--- src/rtl/scan_pkg.sv ---
package scan_pkg;

  // Last counter value of a slot (slot length minus one, plus the stretch).
  function automatic int slot_last_cnt(int slot_len, int extra, bit long_slot);
    return slot_len - 1 + (long_slot ? extra : 0);
  endfunction

  // Counter value at which the strobe sits inside a slot.
  function automatic int strobe_cnt(int slot_len, int extra, bit long_slot);
    return slot_len / 2 + (long_slot ? extra : 0);
  endfunction

endpackage

--- src/rtl/scan_slot_timer.sv ---
module scan_slot_timer #(
  parameter int NUM_DIGITS  = 5,
  parameter int SLOT_LEN    = 200,
  parameter int FIRST_EXTRA = 1,
  parameter int IDX_W       = 3,
  parameter int CNT_W       = 8
) (
  input  logic             clk,
  input  logic             rst_n,
  input  logic             restart,
  input  logic             resume,
  output logic [IDX_W-1:0] idx,
  output logic             at_mid,
  output logic             wrap
);
  import scan_pkg::*;

  localparam logic [IDX_W-1:0] MSD    = IDX_W'(NUM_DIGITS - 1);
  localparam logic [CNT_W-1:0] LAST_N = CNT_W'(slot_last_cnt(SLOT_LEN, FIRST_EXTRA, 1'b0));
  localparam logic [CNT_W-1:0] LAST_L = CNT_W'(slot_last_cnt(SLOT_LEN, FIRST_EXTRA, 1'b1));
  localparam logic [CNT_W-1:0] MID_N  = CNT_W'(strobe_cnt(SLOT_LEN, FIRST_EXTRA, 1'b0));
  localparam logic [CNT_W-1:0] MID_L  = CNT_W'(strobe_cnt(SLOT_LEN, FIRST_EXTRA, 1'b1));

  logic [CNT_W-1:0] cnt_q;
  logic             long_q;

  assign wrap   = (cnt_q == (long_q ? LAST_L : LAST_N));
  assign at_mid = (cnt_q == (long_q ? MID_L : MID_N));

  always_ff @(posedge clk) begin
    if (!rst_n) begin
      cnt_q  <= '0;
      idx    <= MSD;
      long_q <= 1'b0;
    end else if (restart) begin
      cnt_q  <= '0;
      idx    <= MSD;
      long_q <= 1'b1;
    end else if (resume) begin
      cnt_q  <= '0;
      idx    <= MSD;
      long_q <= 1'b0;
    end else if (wrap) begin
      cnt_q  <= '0;
      long_q <= 1'b0;
      idx    <= (idx == '0) ? MSD : idx - IDX_W'(1);
    end else begin
      cnt_q  <= cnt_q + CNT_W'(1);
    end
  end
endmodule

--- src/rtl/scan_strobe_gen.sv ---
module scan_strobe_gen #(
  parameter int NUM_DIGITS   = 5,
  parameter int LEFT_W       = 3,
  parameter bit STROBE_GATED = 1'b0
) (
  input  logic clk,
  input  logic rst_n,
  input  logic restart,
  input  logic at_mid,
  output logic fire,
  output logic last_fire,
  output logic strobe_n
);
  logic [LEFT_W-1:0] left_q;

  assign fire      = at_mid && (left_q != '0);
  assign last_fire = fire && (left_q == LEFT_W'(1));

  always_ff @(posedge clk) begin
    if (!rst_n)       left_q <= '0;
    else if (restart) left_q <= LEFT_W'(NUM_DIGITS);
    else if (fire)    left_q <= left_q - LEFT_W'(1);
  end

  generate
    if (STROBE_GATED) begin : g_half
      // low only during the low clock phase of the firing cycle
      assign strobe_n = ~(fire & ~clk);
    end else begin : g_full
      // one full cycle, standing for one cycle of a doubled clock
      assign strobe_n = ~fire;
    end
  endgenerate
endmodule

--- src/rtl/scan_blank_ctl.sv ---
module scan_blank_ctl (
  input  logic clk,
  input  logic rst_n,
  input  logic restart,
  input  logic ovr_in,
  input  logic refint_start,
  input  logic last_fire,
  output logic blank,
  output logic resume
);
  logic ovr_q;

  assign resume = refint_start && blank && !restart;

  always_ff @(posedge clk) begin
    if (!rst_n) begin
      ovr_q <= 1'b0;
      blank <= 1'b0;
    end else if (restart) begin
      ovr_q <= ovr_in;
      blank <= 1'b0;
    end else if (resume) begin
      ovr_q <= 1'b0;
      blank <= 1'b0;
    end else if (last_fire && ovr_q) begin
      blank <= 1'b1;
    end
  end
endmodule

--- src/rtl/bcd_digit_scanner.sv ---
module bcd_digit_scanner #(
  parameter int NUM_DIGITS   = 5,
  parameter int SLOT_LEN     = 200,
  parameter int FIRST_EXTRA  = 1,
  parameter bit STROBE_GATED = 1'b0
) (
  input  logic                    clk,
  input  logic                    rst_n,
  input  logic                    cycle_end,
  input  logic                    refint_start,
  input  logic [NUM_DIGITS*4-1:0] digits_in,
  input  logic                    ovr_in,
  output logic [NUM_DIGITS-1:0]   dig_sel,
  output logic [3:0]              bcd,
  output logic                    strobe_n
);
  localparam int IDX_W  = (NUM_DIGITS > 1) ? $clog2(NUM_DIGITS) : 1;
  localparam int CNT_W  = $clog2(SLOT_LEN + FIRST_EXTRA + 1);
  localparam int LEFT_W = $clog2(NUM_DIGITS + 1);

  logic [NUM_DIGITS*4-1:0] digits_q;
  logic [IDX_W-1:0]        idx;
  logic                    at_mid;
  logic                    slot_wrap;
  logic                    strobe_fire;
  logic                    last_fire;
  logic                    blank;
  logic                    resume;
  logic [3:0]              bcd_pick;

  always_ff @(posedge clk) begin
    if (!rst_n)         digits_q <= '0;
    else if (cycle_end) digits_q <= digits_in;
  end

  scan_slot_timer #(
    .NUM_DIGITS(NUM_DIGITS), .SLOT_LEN(SLOT_LEN), .FIRST_EXTRA(FIRST_EXTRA),
    .IDX_W(IDX_W), .CNT_W(CNT_W)
  ) u_timer (
    .clk(clk), .rst_n(rst_n), .restart(cycle_end), .resume(resume),
    .idx(idx), .at_mid(at_mid), .wrap(slot_wrap)
  );

  scan_strobe_gen #(
    .NUM_DIGITS(NUM_DIGITS), .LEFT_W(LEFT_W), .STROBE_GATED(STROBE_GATED)
  ) u_strobe (
    .clk(clk), .rst_n(rst_n), .restart(cycle_end), .at_mid(at_mid),
    .fire(strobe_fire), .last_fire(last_fire), .strobe_n(strobe_n)
  );

  scan_blank_ctl u_blank (
    .clk(clk), .rst_n(rst_n), .restart(cycle_end), .ovr_in(ovr_in),
    .refint_start(refint_start), .last_fire(last_fire),
    .blank(blank), .resume(resume)
  );

  generate
    for (genvar g = 0; g < NUM_DIGITS; g++) begin : g_sel
      assign dig_sel[g] = !blank && (idx == IDX_W'(g));
    end
  endgenerate

  always_comb begin
    bcd_pick = 4'd0;
    for (int i = 0; i < NUM_DIGITS; i++) begin
      if (idx == IDX_W'(i)) bcd_pick = digits_q[i*4 +: 4];
    end
  end

  assign bcd = blank ? 4'd0 : bcd_pick;
endmodule

--- config.mk ---
export PLATFORM = sky130hd
export DESIGN_NAME = bcd_digit_scanner
export DESIGN_NICKNAME = d
export VERILOG_FILES = /design/src/rtl/scan_pkg.sv /design/src/rtl/scan_slot_timer.sv /design/src/rtl/scan_strobe_gen.sv /design/src/rtl/scan_blank_ctl.sv /design/src/rtl/bcd_digit_scanner.sv
export SDC_FILE = /design/constraint.sdc
export NUM_CORES = 1
export LEC_CHECK = 0
export BUFFER_PORTS_ARGS = -buffer_cell sky130_fd_sc_hd__buf_2
export CAP_MARGIN = 20
export CORE_ASPECT_RATIO = 1.4
export CORE_MARGIN = 10
export CORE_UTILIZATION = 30
export DETAILED_ROUTE_END_ITERATION = 7
export PLACE_DENSITY_LB_ADDON = 0.2
export SYNTH_ARGS = -nofsm -noshare
export SYNTH_HDL_FRONTEND = slang
export SYNTH_SLANG_ARGS = --single-unit
export TNS_END_PERCENT = 20
--- constraint.sdc ---
create_clock -name clk -period 1.61 [get_ports clk]
set_input_delay 0.0805 -clock clk [delete_from_list [all_inputs] [get_ports clk]]
set_output_delay 0.0805 -clock clk [all_outputs]
set_load 0.01 [all_outputs]
==> metrics.md, run 1 <==
| Metric | Value |
|---|---|
| Status | completed |
| CTS H-tree depth | 2 |
| Die width | ~85 um |
| Sw power | approximately 0.00045 W |
| Worst setup path class | register to output pin |
| Via count | ~1400 |
| Final Cycle Share | 0.991 |
| Core area | 5610 um2 |
| Largest family of logic cells by synthesized area | simple AND/OR/NAND/NOR gates |
| Critical path startpoint | u_timer.idx[0] |
| Clock Sinks | 37 |
| Slew Viols, Final | 0 |
| Ant diodes | 0 |
| HP Class | input pin to register |
| Vias per cell | about 4.7 |
| RSZ-0062 raised after global routing | yes |
| Fin crit period | 1.59 ns |
| Std-Cell Rows | 32 |
| Largest area contributor in the netlist | dfxtp_1 |
| DP HPWL | 3100 um |
| Fmax | between 600 and 700 MHz |
| Final setup fails | 0 |
| Top-area cell type share of the netlist area | 0.423 |
| Design Power | between 0.0015 and 0.002 W |
| Met1 WL | approximately 1700 um |
| Crit path max fanout | 6 |
| Post-Synth Simple-Gate Area | 0.194 |
| Global placement routability congestion | ~0.8 |
| Cell internal pwr | between 0.0015 and 0.002 W |
| I/O pins | 35 |
| Critical path capture point type | output pin |
| Initial core utilization | 0.312 |
| I/O Buffers | 34 |
| Beginning of the worst hold path | digits_in[3] |
| Leak Pwr | ~0.94 nW |
| Max_cap viols | 0 |
| Root Buffer | clkbuf_8 |
| Compound-cell area share of the yosys netlist | 0.106 |
| Largest net degree at the start of global routing | 23 |
| Global-route wire length before repair | between 6000 and 7000 um |
| Clock Tree Buf Depth | 2 |
| Max layer used | met4 |
| Nets@finish | approximately 260 |
| Synth Area in XOR/XNOR | 0.0300 |
| Comb power frac | 0.097 |
| Pre-Repair DR Iteration Count | 4 |
| GRT Resource Usage Total | 0.0909 |
| Layout cells sized above 1 | 0.325 |
| FF-to-FF Start | u_timer.cnt_q[2] |
| Req. time, crit path | 1.53 ns |
| WP data arrival | around 1.5 ns |
| Worst Hold Depth | 3 |
| WL met3 | around 220 um |
| Mean routed wirelength per cell | 13.6 um |
| Met2 WL post-DR | about 2100 um |
| Post-Route WL | 4070 um |
| Vias in the first global route | 1478 |
| Crit start category | register |
| R2R depth | 4 |
| Worst slew pin tran | 0.373 ns |
| CTS tree | done |
| Area contributors post-synth | dfxtp_1, mux2i_1, nor2_1, mux4_2, ha_1 |
| Antenna violations before repair | 0 |
| Final Cell Area | ~2200 um2 |
| Clock buffer count from CTS | 5 |
| Register area share after synthesis | 0.423 |
| Syn. warnings | 0 |
| Mux contribution to synthesized area | 0.166 |
| FFs w/ async S/R, synth | 0 |
| Die area | around 9300 um2 |
| CTS clk-pin slew, worst paths | 0.08 ns |
| Post-Syn Area | about 1700 um2 |
| Worst Skew | 0.00999 ns |
| Post-Syn Nets | approximately 210 |
| Post-synth EDFFs | 0 |
| Peak VDD IR | between 0.3 and 0.4 mV |
| Synth Area per Inst | between 9 and 10 um2 |
| Power per cell area | about 900 nW/um2 |
| Final hold vios | 0 |
| Top FF cell, synth | dfxtp_1 |
| DRT antenna net count | 0 |
| Layout fillers | a little over 600 |
| Area delta synth->final | 25.8% |
| Cells after Synth | approximately 180 |
| Die height | between 100 and 150 um |
| Adder-cell share of the synthesized area | 0.0286 |
| Unique masters post-synth | 35 |
| Remaining routing DRC violations | 0 |
| DRT iter0 DRCs | 95 |
| Clk pwr share | 0.406 |
| Sequential Power Share | 0.497 |
| Flops & latches, synth | 37 |
| Clk_lat worst skew | 0.29 ns |
| Synth top cells by count | dfxtp_1, nor2_1, mux2i_1, a21oi_1, inv_1 |
| Global route total overflow | 0 |
| Area after DPL | roughly 2000 um2 |
| Relative slew slack | 0.751 |
| Sw frac | 0.228 |
| Cell with the most instances after synthesis | dfxtp_1 |
critical path: stages, from the launching register on:
cell and delay, ns:
dfxtp_4 0.41, mux4_2 0.52, nand2b_1 0.10, a21oi_1 0.06, buf_2 0.14
routing by layer:
layer / track usage / up-vias
met3: 0.0316 / 8
met5: 0 / -
li1: - / 745
met1: 0.0978 / 637
met2: 0.157 / 22
met4: 0.0436 / 0
cell usage in the layout (no fill, tap or decap), types with 2 or more instances in the layout:
master,instances
nor3_1,4
a31oi_1,2
nand2_1,4
dfxtp_2,6
nand3_1,8
inv_1,8
clkbuf_8,5
buf_4,15
mux4_2,4
or4_1,2
a21o_1,2
mux2i_1,20
nand2b_1,8
ha_1,3
buf_2,34
nor4_1,2
dfxtp_1,30
a21oi_1,8
nor2_1,33
o21ai_0,2
xnor2_1,4
o31ai_1,3
xor2_1,2
and3_1,3
a311oi_1,2
repair_timing:
item / in CTS / in global routing
setup buffers: 1 / 1
gates resized for setup: 7 / 6
pin swaps: 0 / 1
hold buffers: 0 / 0
setup endpoints to repair: 5 / 8
metrics by stage:
step | utilization | std cells | TNS [ns] | worst slack [ns] | hold slack, ns
2_1_floorplan | - | 183 | 0 | 0.0171 | 0.213
6_report | 0.393 | 299 | 0 | 0.0152 | 0.0212
5_1_grt | 0.393 | 299 | -0.181 | -0.0585 | 0.0160
3_5_place_dp | 0.365 | 289 | 0 | 0.0520 | 0.324
3_3_place_gp | 0.365 | 289 | 0 | 0.0842 | 0.320
4_1_cts | 0.388 | 298 | -0.0271 | -0.0243 | 0.0155
cells by family (layout without fill, tap and decap cells):
kind of cell    Yosys count  after routing
simple gates             69             69
flops                    37             37
xor+xnor                  6              6
buf+inv                  18             66
compound gates           25             25
mux                      24             24
fa+ha+maj                 4              4
area by class of cell:
class                           count  area [um2]  share of cell area
Clock buffer                        6        72.6              0.0330
Timing Repair Buffer               49         283               0.128
Clock inverter                      2        38.8              0.0176
Inverter                            9        33.8              0.0153
Sequential cell                    37         752               0.342
Multi-Input combinational cell    128         936               0.425
Tap cell                           68        85.1              0.0387
power by group through the flow:
| stage | registers [W] | clock network [W] | logic [W] |
|---|---|---|---|
| 5_1_grt | 0.000979 | 0.000856 | 0.000216 |
| 6_report | 0.000974 | 0.000796 | 0.000191 |
| 3_5_place_dp | 0.000997 | 0 | 0.000191 |
| 3_3_place_gp | 0.000996 | 0 | 0.000191 |
| 4_1_cts | 0.000974 | 0.000821 | 0.000192 |
| 2_1_floorplan | 0.000992 | 0 | 0.000116 |
final timing paths:
kind,end,slack (ns)
setup / recovery,bcd[0],0.02
hold / removal,digits_q[3],0.02
setup reg to reg,u_timer.idx[1],0.10
hold reg to reg,u_blank.ovr_q,0.47
registers in the layout, indices dropped and copies added, names as in the netlist:
register and count:
u_blank.blank 1, u_blank.ovr_q 1, u_timer.cnt_q 8, u_timer.long_q 1, u_timer.idx 3, digits_q 20
u_strobe.left_q 3
Note: power is estimated with default switching activity, not from simulation.
==> run 2, diff against run 1 <==
- CORE_UTILIZATION: 30 -> 55
- clock period: 1.61 -> 2.07 ns (I/O delays scaled with it)
==> run 2 against run 1 <==
  * Wire length is 3.8% lower
  * Worst hold slack improved by 0.027 ns
  * Largest power group unchanged
  * Register-to-register slack gained 0.26 ns
  * Via count fell by 0.57%
  * Sequential power shrank 22%
  * Sequential cell count unchanged
  * Utilization increased by 26 points
  * Power shrank 26%
  * Clock skew is 0.0058 ns lower
  * Cell area is 8.2% lower
  * Clock power shrank 31%
==> metrics.md, run 2 (synthesis gave the netlist of run 1 again) <==
| Metric | Value |
|---|---|
| Worst Hold Depth | 3 (unchanged) |
| Post-CTS sizing | 0 (-7) |
| Final setup fails | 0 (unchanged) |
| Clk_lat worst skew | 0.29 ns (about the same) |
| Layout cells sized above 1 | 0.235 (-0.0897) |
| Register Area | 741 um2 (-1.5%) |
| Via count | 1404 (-0.57%) |
| FF-to-FF Start | u_strobe.left_q[0] |
| Area delta synth->final | 15.5% |
| CTS clk-pin slew, worst paths | 0.07 ns (about the same) |
| Worst slew pin tran | 0.674 ns (+0.300 ns) |
| GRT Resource Usage Total | 0.141 (+0.0504) |
| Reg2reg end | u_strobe.left_q[2] |
| Ant diodes | 0 (unchanged) |
| Vias in the first global route | 1411 (-4.5%) |
| Global placement routability congestion | 0.768 (-3.1%) |
| Post-Route WL | 3920 um (-3.8%) |
| Critical path capture point type | output pin |
| Postcts setup bufs | 0 (-1) |
| Crit start category | register |
| Critical path startpoint | u_strobe.left_q[0] |
| Setup TNS | 0 ns (unchanged) |
| WP data arrival | 1.82 ns (+0.31 ns) |
| Core area | 3090 um2 (-45%) |
| Peak VDD IR | 0.516 mV (+38%) |
| Leak Pwr | 0.866 nW (-8.0%) |
| Root Buffer | clkbuf_8 |
| Largest Register | digits_q |
| Crit path max fanout | 7 (+1) |
| Hold_ws | 0.0477 ns (+0.0266 ns) |
| Slew Viols, Final | 0 (unchanged) |
| Clock buffer count from CTS | 5 (unchanged) |
| Most common cell after layout, fill and taps aside | dfxtp_1 |
| CTS H-tree depth | 2 (unchanged) |
| Std-Cell Rows | 24 (-25%) |
| RSZ-0062 raised after global routing | no |
| Die height | 86.7 um (-21%) |
| Power per cell area | 716 nW/um2 (-20%) |
| Antenna violations before repair | 0 (unchanged) |
| CP peak stage delay | 0.54 ns (+0.02 ns) |
| DP HPWL | 3030 um (-2.5%) |
| DRT iter0 DRCs | 103 (+8.4%) |
| Clock Tree Buf Depth | 2 (unchanged) |
| HP Class | input pin to register |
| Req. time, crit path | 1.97 ns (+0.44 ns) |
| Largest registers | digits_q: 20 flops, u_timer.cnt_q: 8 flops |
| Status | completed |
| Global route total overflow | 0 (unchanged) |
| Largest register FFs | 20 (unchanged) |
| Largest net degree at the start of global routing | 23 (unchanged) |
| Most frequent cells in the layout | dfxtp_1, nor2_1, buf_2, mux2i_1 |
| Remaining routing DRC violations | 0 (unchanged) |
| Layout fillers | 270 (-56%) |
| Die area | 5870 um2 (-37%) |
| I/O Buffers | 34 (unchanged) |
| Final hold vios | 0 (unchanged) |
| Initial core utilization | 0.566 (+0.253) |
| Worst setup path class | register to output pin |
| Final Cycle Share | 0.930 |
| Global-route wire length before repair | 6490 um (-4.9%) |
| Hold-fix buffers, CTS | 0 (unchanged) |
| R2R depth | 5 (+1) |
| CTS tree | done |
| Critical-path cell list | inv_1 > ha_1 > a2111oi_4 > nand2_1 > buf_2 |
| Max_cap viols | 0 (unchanged) |
| Mean routed wirelength per cell | 15.3 um (+12%) |
| Clock Sinks | 37 (unchanged) |
| R2r setup slk | 0.36 ns (+0.26 ns) |
| Die width | 67.7 um (-20%) |
| CP Capture Point | strobe_n |
| Multi-input gate area | 917 um2 (-2.0%) |
| Nets@finish | 245 (-5.4%) |
| Slowest stage cell, crit path | a2111oi_4 |
| Fmax | between 500 and 600 MHz |
| DRT antenna net count | 0 (unchanged) |
| I/O pins | 35 (unchanged) |
| Worst Skew | 0.00415 ns (-0.00583 ns) |
| Fin crit period | roughly 1.9 ns |
| Vias per cell | 5.48 (+16%) |
| Relative slew slack | 0.550 (-0.201) |
| Pre-Repair DR Iteration Count | 4 (unchanged) |
## run 2: cell count changes in the layout (fill, tap and decap cells not counted), sizes merged
cell	previous run	this run
buf	49	35
bufinv	1	0
clkbuf	6	7
## run 2: report_power, final
part	switching (W)	internal, W	total [W]	leakage, nW
clock network	0.000248	0.000301	0.000549	0.0542
logic	0.0000690	0.0000649	0.000134	0.509
registers	0.0000199	0.000742	0.000762	0.304
## run 2: stage by stage
| step | setup WS (ns) | util | area (um2) | total power (W) | instances |
|---|---|---|---|---|---|
| after floorplan | 0.477 | - | 1750 | 0.000862 | 183 |
| after global placement | 0.471 | 0.620 | 1920 | 0.000904 | 248 |
| after detailed placement | 0.397 | 0.620 | 1920 | 0.000913 | 248 |
| after CTS | 0.127 | 0.653 | 2020 | 0.00146 | 256 |
| after global routing | 0.00984 | 0.653 | 2020 | 0.00151 | 256 |
| final | 0.146 | 0.653 | 2020 | 0.00145 | 256 |
## run 2: area by class of cell
class | count | share of cell area
Multi-Input combinational cell | 128 | 0.454
Tap cell | 39 | 0.0242
Clock inverter | 1 | 0.00248
Inverter | 9 | 0.0167
Sequential cell | 37 | 0.367
Clock buffer | 7 | 0.0477
Timing Repair Buffer | 35 | 0.0880
## run 2: how the worst min path moves through the flow
stage | start | slack, ns | to
floorplan | rst_n | 0.24 | u_strobe.left_q[2]
global placement | digits_in[0] | 0.34 | digits_q[0]
detailed placement | digits_in[2] | 0.35 | digits_q[2]
CTS | digits_in[2] | 0.04 | digits_q[2]
global route | digits_in[2] | 0.06 | digits_q[2]
finish | digits_in[2] | 0.05 | digits_q[2]
## run 2: worst max-delay path: cells and delay by family (launching register included)
kind / cells / cell delay [ns]
AO/OA/AOI/OAI: 1 / 0.54
adder cells (fa/ha/maj): 1 / 0.25
buffers and inverters: 2 / 0.26
flip-flops: 1 / 0.33
AND/OR/NAND/NOR: 1 / 0.15
## run 2: routing by layer
layer | GRT usage | share of wire
met1 | 0.147 | 0.38
met2 | 0.247 | 0.53
met3 | 0.0530 | 0.075
met4 | 0.0524 | 0.017
met5 | 0 | 0
==> run 3, diff against run 2 <==
- CELL_PAD_IN_SITES_DETAIL_PLACEMENT: unset -> 1
- CELL_PAD_IN_SITES_GLOBAL_PLACEMENT: unset -> 2
- CORE_UTILIZATION: 55 -> 35
- PLACE_DENSITY_LB_ADDON: 0.2 -> 0.25
==> run 3 against run 2 <==
  * First-iteration DRC count is 52% lower
  * Global-route usage down 2.7 points
  * Register-to-register slack about the same
  * Clock power is 2% higher
  * Fmax grew 1.4%
  * Non-clock buffer count is the same
  * Worst hold slack got worse by 0.0031 ns
  * Clock-buffer cell count unchanged
  * Utilization down 23 points
  * Clock skew up 0.0016 ns
  * Critical path depth is the same
  * Sequential share of layout area is 0.52 points lower
==> metrics.md, run 3 (synthesis gave the netlist of run 1 again) <==
| Metric | Value |
|---|---|
| Status | completed |
| Peak VDD IR | 0.421 mV (-18%) |
| WP data arrival | 1.79 ns (-0.03 ns) |
| DRT iter0 DRCs | 49 (-52%) |
| Slew Viols, Final | 0 (unchanged) |
| GRT Resource Usage Total | 0.114 (-0.0273) |
| Largest registers | digits_q: 20 flops, u_timer.cnt_q: 8 flops |
| Routing usage on met1 | 0.112 (-0.0352) |
| Via count | 1440 (+2.6%) |
| DRT antenna net count | 0 (unchanged) |
| Met3 GRT Util | 0.0363 (-0.0166) |
| Root Buffer | clkbuf_8 |
| CTS H-tree depth | 2 (unchanged) |
| Worst Hold Depth | 3 (unchanged) |
| I/O pins | 35 (unchanged) |
| Remaining routing DRC violations | 0 (unchanged) |
| Critical path startpoint | u_strobe.left_q[0] |
| Layout cells sized above 1 | 0.240 (+0.00461) |
| Global route total overflow | 0 (unchanged) |
| Fin crit period | 1.90 ns (-0.0270 ns) |
| Worst Skew | 0.00578 ns (+0.00163 ns) |
| Worst slew pin tran | 0.703 ns (+0.0294 ns) |
| Final setup fails | 0 (unchanged) |
| Mean routed wirelength per cell | 16.2 um (+6.0%) |
| Antenna violations before repair | 0 (unchanged) |
| Clock Tree Buf Depth | 2 (unchanged) |
| Hold-fix buffers, CTS | 0 (unchanged) |
| Setup TNS | 0 ns (unchanged) |
| FF-to-FF Start | u_strobe.left_q[0] |
| Ant diodes | 0 (unchanged) |
| Pre-Repair DR Iteration Count | 4 (unchanged) |
| Req. time, crit path | 1.97 ns (about the same) |
| Most frequent cells in the layout | dfxtp_1, nor2_1, buf_2, mux2i_1 |
| Leak Pwr | 0.867 nW (about the same) |
| Crit start category | register |
| Design Power | 0.00146 W (+1.1%) |
| Most Used Layer, Global Route | met2 |
| Final hold vios | 0 (unchanged) |
| CTS clk-pin slew, worst paths | 0.08 ns (about the same) |
| Largest register FFs | 20 (unchanged) |
| Area delta synth->final | 17.3% |
| Die width | 79.7 um (+18%) |
| Largest net degree at the start of global routing | 23 (unchanged) |
| Most common cell after layout, fill and taps aside | dfxtp_1 |
| Global-route wire length before repair | 7510 um (+16%) |
| Nets@finish | 245 (unchanged) |
| Core area | 4840 um2 (+57%) |
| Clock buffer count from CTS | 5 (unchanged) |
| Largest Register | digits_q |
| Global placement routability congestion | 0.729 (-5.0%) |
| Met2 Use GR | 0.207 (-0.0395) |
| Beginning of the worst hold path | digits_in[14] |
| Fmax | 527 MHz (+1.4%) |
| HP Class | input pin to register |
| Relative slew slack | 0.531 (-0.0196) |
| Die height | 104 um (+20%) |
| R2R depth | 5 (unchanged) |
| Final Cycle Share | 0.917 (-0.0130) |
| Initial core utilization | 0.361 (-0.204) |
| Max_cap viols | 0 (unchanged) |
| Clock Sinks | 37 (unchanged) |
| Die area | 8270 um2 (+41%) |
| Vias in the first global route | 1570 (+11%) |
| I/O Buffers | 34 (unchanged) |
| Worst setup path class | register to output pin |
| CTS tree | done |
| RSZ-0062 raised after global routing | no |
| Crit path max fanout | 7 (unchanged) |
| Post-Route WL | 4550 um (+16%) |
| Critical path capture point type | output pin |
| DP HPWL | 3510 um (+16%) |
| Std-Cell Rows | 30 (+25%) |
| Vias per cell | 5.12 (-6.6%) |
| Power per cell area | 712 nW/um2 (-0.54%) |
| Clk_lat worst skew | 0.29 ns (about the same) |
run 3: changes by cell type in the layout (fill, tap and decap cells not counted):
cell,delta
dfxtp_1,-1
dfxtp_2,+1
run 3: layout make-up:
type | instances | area [um2]
tap | 64 | 80.1
clock buffer | 7 | 96.3
multi-input combinational | 128 | 917
inverter | 9 | 33.8
clock inverter | 1 | 5.00
timing repair buffer | 35 | 178
sequential | 37 | 742
fill | 586 | 2790
run 3: final timing paths:
kind	slack, ns	end
worst max-delay path	0.17	strobe_n
worst min-delay path	0.04	digits_q[14]
worst max register to register	0.37	u_strobe.left_q[2]
worst min register to register	0.49	digits_q[14]
run 3: timing repair:
item                                    CTS  global route
gates resized for setup                   0             1
setup buffers                             0             0
endpoints found under the setup margin    0             5
run 3: through the flow:
step	cells	utilization	hold slack [ns]	setup slack [ns]	instance area (um2)
after floorplan	183	-	0.236	0.477	1750
after global placement	273	0.403	0.336	0.420	1950
after detailed placement	273	0.403	0.355	0.336	1950
after CTS	281	0.424	0.0439	0.0792	2050
after global routing	281	0.424	0.0636	0.0623	2050
final	281	0.424	0.0446	0.173	2050
run 3: worst max-delay path: stages, from the launching register on:
cell,delay (ns)
dfxtp_1,0.34
inv_1,0.08
ha_1,0.25
a2111oi_4,0.51
nand2_1,0.14
buf_2,0.18
run 3: power by group:
group          leakage, nW  switching [W]  internal, W
registers            0.304      0.0000206     0.000742
clock network       0.0542       0.000260     0.000301
logic                0.509      0.0000723    0.0000650
run 3: layer usage:
| layer | part of all wire | wire length, um |
|---|---|---|
| met2 | 0.56 | 2560 |
| met3 | 0.044 | 202 |
| met5 | 0 | 0 |
| met1 | 0.38 | 1710 |
| met4 | 0.018 | 84 |
